File: config.mk
export PLATFORM = sky130hd
export DESIGN_NAME = uart_tx_engine
export DESIGN_NICKNAME = d
export VERILOG_FILES = /design/src/rtl/uart_tx_pkg.sv /design/src/rtl/cts_sampler.sv /design/src/rtl/tx_sequencer.sv /design/src/rtl/tx_line_encoder.sv /design/src/rtl/uart_tx_engine.sv
export SDC_FILE = /design/constraint.sdc
export NUM_CORES = 1
export LEC_CHECK = 0
export BUFFER_PORTS_ARGS = -buffer_cell sky130_fd_sc_hd__buf_2
export CAP_MARGIN = 20
export CORE_UTILIZATION = 50
export CTS_BUF_LIST = sky130_fd_sc_hd__clkbuf_2 sky130_fd_sc_hd__clkbuf_4 sky130_fd_sc_hd__clkbuf_8
export CTS_CLUSTER_SIZE = 40
export DETAILED_ROUTE_END_ITERATION = 6
export GPL_ROUTABILITY_DRIVEN = 0
export PLACE_DENSITY = 0.79
export SETUP_SLACK_MARGIN = 0.3
export SLEW_MARGIN = 5
export SYNTH_ARGS = -nofsm -noshare
export SYNTH_HDL_FRONTEND = slang
export SYNTH_SLANG_ARGS = --single-unit
File: constraint.sdc
create_clock -name clk -period 4 [get_ports clk]
set_input_delay 1.2 -clock clk [delete_from_list [all_inputs] [get_ports clk]]
set_output_delay 1.2 -clock clk [all_outputs]
set_load 0.02 [all_outputs]
File: src/rtl/uart_tx_pkg.sv
`timescale 1ns/1ps
package uart_tx_pkg;
  typedef enum logic [2:0] {
    ST_IDLE,
    ST_START,
    ST_DATA,
    ST_PAR,
    ST_STOP
  } tx_state_t;
endpackage

File: src/rtl/cts_sampler.sv
`timescale 1ns/1ps
module cts_sampler #(
  parameter logic RST_LEVEL = 1'b1
) (
  input  logic clk,
  input  logic rst,
  input  logic tick,
  input  logic cts_n,
  input  logic clr,
  output logic level,
  output logic delta
);
  logic change;
  assign change = tick && (cts_n != level);

  always_ff @(posedge clk) begin
    if (rst) begin
      level <= RST_LEVEL;
      delta <= 1'b0;
    end else begin
      if (tick) level <= cts_n;
      if (change)   delta <= 1'b1;
      else if (clr) delta <= 1'b0;
    end
  end
endmodule

File: src/rtl/tx_sequencer.sv
`timescale 1ns/1ps
module tx_sequencer
  import uart_tx_pkg::*;
#(
  parameter int DATA_W = 8,
  parameter int OVS    = 16,
  localparam int SUB_W = $clog2(OVS),
  localparam int IDX_W = (DATA_W > 1) ? $clog2(DATA_W) : 1
) (
  input  logic              clk,
  input  logic              rst,
  input  logic              tick,
  input  logic              tx_en,
  input  logic              fifo_valid,
  input  logic [DATA_W-1:0] fifo_data,
  input  logic              cts_ok,
  input  logic              parity_en,
  input  logic              parity_odd,
  input  logic              two_stop,
  input  logic              force_perr,
  output logic              fifo_pop,
  output logic              busy,
  output logic              raw_bit,
  output logic [SUB_W-1:0]  sub
);
  tx_state_t         state, state_n;
  logic [IDX_W-1:0]  idx;
  logic [DATA_W-1:0] shreg;
  logic              par_bit;
  logic              extra_stop;
  logic              start;
  logic              bit_end;

  assign start   = tick && (state == ST_IDLE) && tx_en && fifo_valid && cts_ok;
  assign bit_end = tick && (state != ST_IDLE) && (sub == SUB_W'(OVS - 1));

  always_comb begin
    state_n = state;
    if (start) begin
      state_n = ST_START;
    end else if (bit_end) begin
      case (state)
        ST_START: state_n = ST_DATA;
        ST_DATA:  if (idx == IDX_W'(DATA_W - 1)) state_n = parity_en ? ST_PAR : ST_STOP;
        ST_PAR:   state_n = ST_STOP;
        ST_STOP:  state_n = extra_stop ? ST_STOP : ST_IDLE;
        default:  state_n = ST_IDLE;
      endcase
    end
  end

  always_ff @(posedge clk) begin
    if (rst) begin
      state      <= ST_IDLE;
      sub        <= '0;
      idx        <= '0;
      shreg      <= '0;
      par_bit    <= 1'b0;
      extra_stop <= 1'b0;
      fifo_pop   <= 1'b0;
      busy       <= 1'b0;
    end else begin
      state    <= state_n;
      fifo_pop <= start;
      busy     <= (state_n != ST_IDLE);
      if (start) begin
        sub        <= '0;
        idx        <= '0;
        shreg      <= fifo_data;
        par_bit    <= (^fifo_data) ^ parity_odd ^ force_perr;
        extra_stop <= two_stop;
      end else if (tick && state != ST_IDLE) begin
        sub <= (sub == SUB_W'(OVS - 1)) ? '0 : sub + 1'b1;
        if (bit_end) begin
          if (state == ST_DATA) begin
            shreg <= shreg >> 1;
            idx   <= idx + 1'b1;
          end
          if (state == ST_STOP) extra_stop <= 1'b0;
        end
      end
    end
  end

  always_comb begin
    case (state)
      ST_START: raw_bit = 1'b0;
      ST_DATA:  raw_bit = shreg[0];
      ST_PAR:   raw_bit = par_bit;
      default:  raw_bit = 1'b1;
    endcase
  end
endmodule

File: src/rtl/tx_line_encoder.sv
`timescale 1ns/1ps
module tx_line_encoder #(
  parameter int OVS        = 16,
  parameter int PULSE_SUBS = 3,
  localparam int SUB_W     = $clog2(OVS)
) (
  input  logic             clk,
  input  logic             rst,
  input  logic             raw_bit,
  input  logic [SUB_W-1:0] sub,
  input  logic             send_break,
  input  logic             irda_en,
  input  logic             irda_inv,
  output logic             txd
);
  logic line_bit;
  logic pulse;

  assign line_bit = raw_bit & ~send_break;
  assign pulse    = ~line_bit && (sub < SUB_W'(PULSE_SUBS));

  always_ff @(posedge clk) begin
    if (rst)          txd <= 1'b1;
    else if (irda_en) txd <= pulse ^ irda_inv;
    else              txd <= line_bit;
  end
endmodule

File: src/rtl/uart_tx_engine.sv
`timescale 1ns/1ps
module uart_tx_engine #(
  parameter int DATA_W     = 8,
  parameter int OVS        = 16,
  parameter int PULSE_SUBS = 3,
  localparam int SUB_W     = $clog2(OVS)
) (
  input  logic              clk,
  input  logic              rst,
  input  logic              bit_tick,
  input  logic              tx_en,
  input  logic              fifo_valid,
  input  logic [DATA_W-1:0] fifo_data,
  output logic              fifo_pop,
  input  logic              cts_n,
  input  logic              cts_bypass,
  input  logic              cts_delta_clr,
  output logic              cts_level,
  output logic              cts_delta,
  input  logic              parity_en,
  input  logic              parity_odd,
  input  logic              two_stop,
  input  logic              force_perr,
  input  logic              send_break,
  input  logic              irda_en,
  input  logic              irda_inv,
  output logic              txd,
  output logic              busy
);
  logic             raw_bit;
  logic [SUB_W-1:0] sub;
  logic             cts_ok;

  assign cts_ok = cts_bypass | ~cts_level;

  cts_sampler #(.RST_LEVEL(1'b1)) u_cts (
    .clk(clk), .rst(rst), .tick(bit_tick), .cts_n(cts_n),
    .clr(cts_delta_clr), .level(cts_level), .delta(cts_delta)
  );

  tx_sequencer #(.DATA_W(DATA_W), .OVS(OVS)) u_seq (
    .clk(clk), .rst(rst), .tick(bit_tick), .tx_en(tx_en),
    .fifo_valid(fifo_valid), .fifo_data(fifo_data), .cts_ok(cts_ok),
    .parity_en(parity_en), .parity_odd(parity_odd), .two_stop(two_stop),
    .force_perr(force_perr), .fifo_pop(fifo_pop), .busy(busy),
    .raw_bit(raw_bit), .sub(sub)
  );

  tx_line_encoder #(.OVS(OVS), .PULSE_SUBS(PULSE_SUBS)) u_enc (
    .clk(clk), .rst(rst), .raw_bit(raw_bit), .sub(sub),
    .send_break(send_break), .irda_en(irda_en), .irda_inv(irda_inv),
    .txd(txd)
  );
endmodule

==> flow_summary.ini, run 1 <==
[grt]
gr-usage-all-layers_pct = 19.9
grt_max_degree = 26
overflow = 0
grt_pass1_wl_um = 4150
grt_pass1_vias = 941
antenna_found_initial = 0

[route]
wire_per_inst_um = 12.3
drt_iter0_markers = 17
avgViaCountPerCell = 5.63
wl_um = 2410
ant_nets = 0
dr_total_vias = 1104
drc = 0
dr.pass1.iters = 4

[sta]
worst_pin_slew_ns = 0.838
timing_hold_violations_final = 0
rsz0062_at_grt = false
setup_tns_ns = 0
finalCriticalPeriod_ns = 2.52
slew_headroom_pct = 43.9
fin_skew_ns = 0.00808
finalSetupViolCount = 0
maxSlewViolCount = 0
final.period_utilization_pct = 63.1
fmax_ghz = 0.396

[yosys]
synth_area_per_cell_sq_um = 9.18
synthCells = 145
ys_types = 37
syn_area_sq_um = 1330
syn-num-nets = 171
synth_warnings = 0
synth_seq_cells = 25
yosysSeqAreaShare_pct = 37.6

[layout]
nets = 193
syn_to_final_growth_pct = 10.2
num_antenna_cells = 0
n_fill_cell = 224
final_common_cell = buf_2
drive_gt1_share_pct = 23.5
finalNonFillerCells = 196
mostFrequentLayoutCells = buf_2, dfxtp_1, nor2_1

[die]
dieArea_sq_um = 2870
die_h_um = 53.6
core_area_sq_um = 2500
io_pins = 28
rows = 18
start_util_pct = 53.3
die_w_um = 53.6

[cts]
ctsRootBufferMaster = clkbuf_4
cts_max_level = 1
cts_tree = done
clk_pin_slew_ns = 0.13
cts_hold_repair.buffers = 0
cts.sinks = 25
clkLatencyLatePin_ns = 0.32
cts-resized-gates = 0
cts_buffers = 3
clock_path_buffers = 2
post_cts_buffers = 0

[worst_setup_path]
required_ns = 4.23
path_cells = buf_2 > nand4_4 > nor4b_4 > mux2i_1 > a211oi_1
crit_fanout = 12
cp_data_arrival_time_ns = 2.76
crit_path_end_kind = register
start_kind = primary input
crit_type = in -> reg
cpMaxStageDelayCell = nor4b_4
crit_path_max_incr_delay_ns = 0.74

[run_status]
status = finished, final reports clean

[power_and_ir_drop]
p_leak_nw = 0.542
power.density_nw_per_um2 = 301
ir_drop_mv = 0.235

[flow_run]
maxCapViolations = 0

[place]
dp.cells = 192
post-dp-hpwl_um = 1800
portBuffers = 27

[worst_hold_path]
hp-class = reg -> reg
==> cell type report <==
| cell class | instances | area (sq um) | area share [%] |
|---|---|---|---|
| Timing Repair Buffer | 27 | 135 | 9.21 |
| Clock buffer | 3 | 22.5 | 1.53 |
| Clock inverter | 1 | 5.00 | 0.341 |
| Tap cell | 30 | 37.5 | 2.56 |
| Multi-Input combinational cell | 110 | 767 | 52.3 |
| Sequential cell | 25 | 500 | 34.1 |
==> path summary, 6_finish.rpt <==
kind,startpoint,endpoint,slack (ns),depth (start not counted)
min,u_seq.extra_stop,u_seq.extra_stop,0.48,2
max,bit_tick,u_seq.shreg[4],1.48,5
min reg2reg,u_seq.extra_stop,u_seq.extra_stop,0.48,2
max reg2reg,u_seq.sub[0],u_seq.shreg[4],1.86,5
==> critical path, delay by kind of cell <==
| kind | cells | cell delay, ns |
|---|---|---|
| simple gates | 2 | 0.91 |
| compound gates | 1 | 0.26 |
| buf+inv | 1 | 0.21 |
| mux | 1 | 0.18 |
==> layer usage <==
layer  part of all wire (%)  up-vias  wire length [um]  GRT usage [%]
li1                       -      571                 -              -
met1                     47      510              1140           26.7
met2                     49       19              1180           32.9
met3                    3.0        4                72           3.39
met4                   0.96        0                23           5.26
met5                      0        -                 0              0
==> registers in the layout, indices dropped and copies added, names as in the netlist, 3 cells and up <==
register	count
u_seq.idx	3
u_seq.shreg	8
u_seq.state	3
u_seq.sub	4
==> Yosys cell counts (all sizes together) <==
master | instances | share of area [%]
a311oi | 1 | 0.66
nor2b | 4 | 1.9
xnor2 | 10 | 6.6
buf | 6 | 3.7
nand4 | 3 | 2.5
a21oi | 9 | 3.4
clkbuf | 4 | 1.1
dfxtp | 25 | 38
nand4b | 1 | 0.66
a32oi | 2 | 1.3
nand2 | 6 | 1.7
o21bai | 1 | 0.56
o31ai | 1 | 0.56
o21ai | 4 | 1.5
and2b | 1 | 0.56
nor3b | 1 | 0.56
a211o | 1 | 0.66
a22oi | 1 | 0.56
nor4b | 2 | 2.4
xor2 | 1 | 0.66
a211oi | 9 | 5.5
ha | 3 | 2.8
and4 | 1 | 0.75
o41a | 1 | 0.94
or3 | 2 | 0.94
a31oi | 1 | 0.47
nand3 | 4 | 1.5
nor2 | 22 | 6.2
o21ba | 1 | 0.75
nor3 | 8 | 4.2
mux2i | 9 | 6.8
==> kinds of logic (layout without fill, tap and decap cells) <==
logic type | count (synthesis) | in the layout | share of synthesized area (%)
fa+ha+maj | 3 | 3 | 2.82
xor+xnor | 11 | 11 | 7.24
simple gates | 55 | 55 | 24.0
mux | 9 | 9 | 6.77
flops | 25 | 25 | 37.6
buf+inv | 10 | 31 | 4.79
compound gates | 32 | 32 | 16.8
==> where the power goes <==
part	internal, mW	switching [mW]
logic	0.0320	0.0366
clock network	0.0374	0.0742
registers	0.257	0.00503
==> through the flow <==
step / setup slack [ns] / hold slack, ns / utilization, % / power [mW] / cell area [sq um]
final: 1.48 / 0.480 / 58.7 / 0.442 / 1470
after global routing: 1.27 / 0.530 / 58.7 / 0.464 / 1470
after floorplan: 1.71 / 0.448 / - / 0.315 / 1330
after global placement: 1.21 / 0.462 / 57.6 / 0.334 / 1440
after detailed placement: 1.13 / 0.465 / 57.6 / 0.336 / 1440
after CTS: 1.46 / 0.483 / 58.7 / 0.445 / 1470
(Power assumes the default switching activity.)
==> run 2: changes to the inputs <==
ABC_AREA = 1   (was not set)
PLACE_DENSITY = 0.78   (was 0.79)
clock period = 2.45 ns   (was 4 ns; I/O delays follow)
==> run 2 against run 1 <==
Compared with the run above:
- first-iteration DRC count increased to 2.8 times the previous value
- worst hold slack lost 0.0051 ns
- combinational power increased by 71%
- synthesized cell count rose by 50%
- clock power rose by 76%
- total power up 68%
- core utilization is 1.1 points higher
- sequential power grew 63%
- global-route usage shrank 0.13 points
- synthesized area grew 12%
- highest routed layer unchanged
==> flow_summary.ini, run 2 <==
[worst_setup_path]
cp.depth = 1
worst-path-buf-inv = 1
required_ns = 1.71
crit_path_max_incr_delay_ns = 0.38
start_kind = register
crit_type = reg -> out
cp_data_arrival_time_ns = 0.89
path_cells = buf_2
reg2regPathDepth = 9
cpMaxStageDelayCell = dfxtp_1
crit_fanout = 3
crit_family = flip-flops
crit_path_end_kind = output pin

[yosys]
synthTopCellsByArea = dfxtp_1, nand2_1, inv_1
synth_area_per_cell_sq_um = 6.85
synth_warnings = 0
ys_types = 28
synth_seq_cells = 25
yosys.area.top_type = dfxtp_1
yosysMostFrequentCell = nand2_1
synth_commonest_cells = nand2_1, inv_1, dfxtp_1
syn-num-nets = 244
synth_edf_count = 0
synthArstFlopShare_pct = 0
synthCells = 218
ys_dominant_reg_cell = dfxtp_1
syn_area_sq_um = 1490
yosysSeqAreaShare_pct = 33.5
yosysTopAreaCellShare_pct = 33.5

[sta]
maxSlewViolCount = 0
finalSetupViolCount = 0
rsz0062_at_grt = false
finalCriticalPeriod_ns = 1.62
holdWs_ns = 0.475
final.period_utilization_pct = 66.2
setup_tns_ns = 0
slew_headroom_pct = 78.5
worst_pin_slew_ns = 0.322
fin_skew_ns = 0.00916
timing_hold_violations_final = 0
fmax_ghz = 0.617

[die]
io_pins = 28
die_w_um = 56.6
die_h_um = 56.6
start_util_pct = 53.7
dieArea_sq_um = 3210
core_area_sq_um = 2780
rows = 19

[flow_run]
maxCapViolations = 0

[power_and_ir_drop]
power.density_nw_per_um2 = 445
ir_drop_mv = 0.294
p_leak_nw = 0.903
total_power_uw = 740

[route]
wire_per_inst_um = 9.83
wl_um = 2720
avgViaCountPerCell = 4.82
ant_nets = 0
drc = 0
dr.pass1.iters = 4
dr_total_vias = 1336
drt_iter0_markers = 47

[layout]
syn_to_final_growth_pct = 11.4
final_common_cell = nand2_1
num_antenna_cells = 0
drive_gt1_share_pct = 22.0
fin_area_sq_um = 1660
finalNonFillerCells = 277
largest_reg_flops = 8
n_fill_cell = 274
mostFrequentLayoutCells = nand2_1, inv_1, buf_2
top_regs = u_seq.shreg: 8 flops, u_seq.sub: 4 flops
regMostFlops = u_seq.shreg
nets = 273

[grt]
antenna_found_initial = 0
gr-usage-all-layers_pct = 19.8
grt_pass1_wl_um = 4930
grt_max_degree = 19
grt_pass1_vias = 1210
overflow = 0

[worst_hold_path]
hold_depth = 2
hp-class = reg -> reg

[cts]
cts-resized-gates = 0
ctsRootBufferMaster = clkbuf_4
cts_buffers = 3
clk_pin_slew_ns = 0.14
clock_path_buffers = 2
cts_max_level = 1
cts_tree = done
clkLatencyLatePin_ns = 0.34
cts_hold_repair.buffers = 0
cts.sinks = 25
post_cts_buffers = 0

[place]
post-dp-hpwl_um = 2150
place_area_sq_um = 1630
dp.cells = 273
portBuffers = 27

[run_status]
status = finished, final reports clean
-- run 2: kinds of logic after synthesis --
group / after synthesis / synth area share, %
AO/OA/AOI/OAI: 36 / 13.9
AND/OR/NAND/NOR: 106 / 35.2
adder cells (fa/ha/maj): 3 / 2.51
flip-flops: 25 / 33.5
buffers and inverters: 45 / 13.1
XOR/XNOR: 3 / 1.76
-- run 2: per-stage QoR --
stage / util [%] / setup slack (ns)
6_report: 59.8 / 0.828
5_1_grt: 59.8 / 0.665
4_1_cts: 59.8 / 0.821
3_5_place_dp: 58.7 / 0.621
3_3_place_gp: 58.7 / 0.672
2_1_floorplan: - / 0.951
-- run 2: report_power, final --
part | switching [mW] | internal [mW]
Combinational | 0.0704 | 0.0465
Clock | 0.134 | 0.0627
Sequential | 0.00747 | 0.419
Total | 0.212 | 0.528
-- run 2: path summary, 6_finish.rpt --
kind,from,end,slack (ns)
hold / removal,u_cts.delta,u_cts.delta,0.48
setup reg to reg,u_seq.sub[0],u_seq.busy,0.89
setup / recovery,u_cts.level,cts_level,0.83
hold reg to reg,u_cts.delta,u_cts.delta,0.48
-- run 2: layer usage --
metal	GRT usage (%)	part of all wire [%]	wire (um)	vias to the layer above
met4	9.41	2.2	59	0
met3	2.76	2.8	75	5
met1	23.5	47	1290	566
met2	34.8	48	1300	21
li1	-	-	-	744
met5	0	0	0	-
-- run 2: layout make-up --
class / instances / area, sq um / share of cell area (%)
repair buffers: 28 / 143 / 8.58
flip-flops and latches: 25 / 500 / 30.1
inverters: 41 / 154 / 9.26
multi-input cells: 148 / 797 / 47.9
well taps: 31 / 38.8 / 2.33
clock buffers: 3 / 22.5 / 1.35
clock inverters: 1 / 7.51 / 0.451
==> run 3: changes to the inputs <==
clock period = 1.62 ns   (was 2.45 ns; I/O delays follow)
==> run 3 against run 2 <==
Compared with the run above:
- non-clock buffer count rose by 12
- worst hold slack got worse by 0.10 ns
- design area rose by 15%
- register-to-register slack got worse by 0.56 ns
- first-iteration DRC count rose by 8.5%
- clock skew fell by 0.0023 ns
- largest cell class unchanged
- largest power group unchanged
==> flow_summary.ini, run 3 (synthesized netlist as in run 2, its figures left out) <==
[worst_setup_path]
crit_type = reg -> out
cp-startpoint = u_cts.level
cpMaxStageDelayCell = dfxtp_2
crit_path_max_incr_delay_ns = 0.35
cp_data_arrival_time_ns = 0.82
required_ns = 1.13
path_cells = buf_4
crit_path_end_kind = output pin
timing.rr.start = u_seq.sub[1]
crit_fanout = 3
crit_family = flip-flops
start_kind = register
worst-path-buf-inv = 1

[run_status]
status = finished, final reports clean

[cts]
cts.sinks = 25
clock_path_buffers = 2
clkLatencyLatePin_ns = 0.32
cts_tree = done
ctsRootBufferMaster = clkbuf_4
cts_max_level = 1
cts_buffers = 3
clk_pin_slew_ns = 0.14

[route]
avgViaCountPerCell = 4.95
dr.pass1.iters = 4
ant_nets = 0
drc = 0
wl_um = 3090
wire_per_inst_um = 10.7
dr_wl_met2_um = 1620
m1WireLength_um = 1360
wl_met3_um = 66
dr_total_vias = 1435
drt_iter0_markers = 51
routed.top_layer = met4

[sta]
worst_pin_slew_ns = 0.257
slew_headroom_pct = 82.9
maxSlewViolCount = 0
fmax_ghz = 0.765
holdWs_ns = 0.374
rsz0062_at_grt = true
fin_skew_ns = 0.00690
final.period_utilization_pct = 80.7
finalCriticalPeriod_ns = 1.31
layout_setup_ws_ns = 0.313
setup_tns_ns = 0
finalSetupViolCount = 0
timing_hold_violations_final = 0

[layout]
regMostFlops = u_seq.shreg
syn_to_final_growth_pct = 28.2
drive_gt1_share_pct = 32.8
nets = 286
top_regs = u_seq.shreg: 8 flops, u_seq.sub: 4 flops
final_common_cell = nand2_1
num_antenna_cells = 0
largest_reg_flops = 8
mostFrequentLayoutCells = nand2_1, inv_1, buf_2
fin_area_sq_um = 1910

[grt]
grt_pass1_wl_um = 4970
antenna_found_initial = 0
grt_pass1_vias = 1227
gr-usage-all-layers_pct = 19.6
overflow = 0
grt_max_degree = 19

[die]
rows = 19
die_h_um = 56.6
die_w_um = 56.6
dieArea_sq_um = 3210
io_pins = 28
start_util_pct = 53.7
core_area_sq_um = 2780

[place]
place_area_sq_um = 1650
portBuffers = 27
post-dp-hpwl_um = 2140
post-place-ws_ns = 0.0582

[power_and_ir_drop]
ir_drop_mv = 0.518
power.density_nw_per_um2 = 587
p_leak_nw = 0.976

[worst_hold_path]
hp-class = in -> reg
hold_path.startpoint = two_stop

[flow_run]
maxCapViolations = 0
## run 3: path summary, 6_finish.rpt
| path | to | cells after the start | slack, ns |
|---|---|---|---|
| max | cts_level | 1 | 0.31 |
| min | u_seq.extra_stop | 3 | 0.37 |
| max reg2reg | u_seq.idx[1] | 8 | 0.33 |
| min reg2reg | u_cts.delta | 2 | 0.48 |
## run 3: power breakdown
group          switching [mW]  internal, mW  leakage, nW  total [mW]
clock                   0.187        0.0926       0.0177       0.280
sequential            0.00983         0.631        0.207       0.641
combinational           0.122        0.0817        0.752       0.204
total                   0.319         0.805        0.976        1.12
## run 3: per-stage QoR
stage          std cells  total power [mW]  utilization (%)
2_1_floorplan        218             0.778                -
3_3_place_gp         275             0.835             59.2
3_5_place_dp         275             0.840             59.2
4_1_cts              283              1.12             63.6
5_1_grt              290              1.18             68.8
6_report             290              1.12             68.8
## run 3: layout make-up
class,instances,area [sq um]
Clock buffer,3,22.5
Clock inverter,1,5.00
Fill cell,258,867
Inverter,41,154
Multi-Input combinational cell,149,928
Sequential cell,25,515
Tap cell,31,38.8
Timing Repair Buffer,40,250
## run 3: layer usage
layer	global-route usage, %	up-vias
met5	0	-
met4	6.27	0
met3	2.76	5
met2	34.1	26
met1	24.6	633
li1	-	771
## run 3: repair_timing
item                       4_1_cts  5_1_grt
gates resized for setup         16       18
hold buffers                     0        0
setup buffers                    4        6
pin swaps                        5        5
setup endpoints to repair       19       21
cloned                           0        1
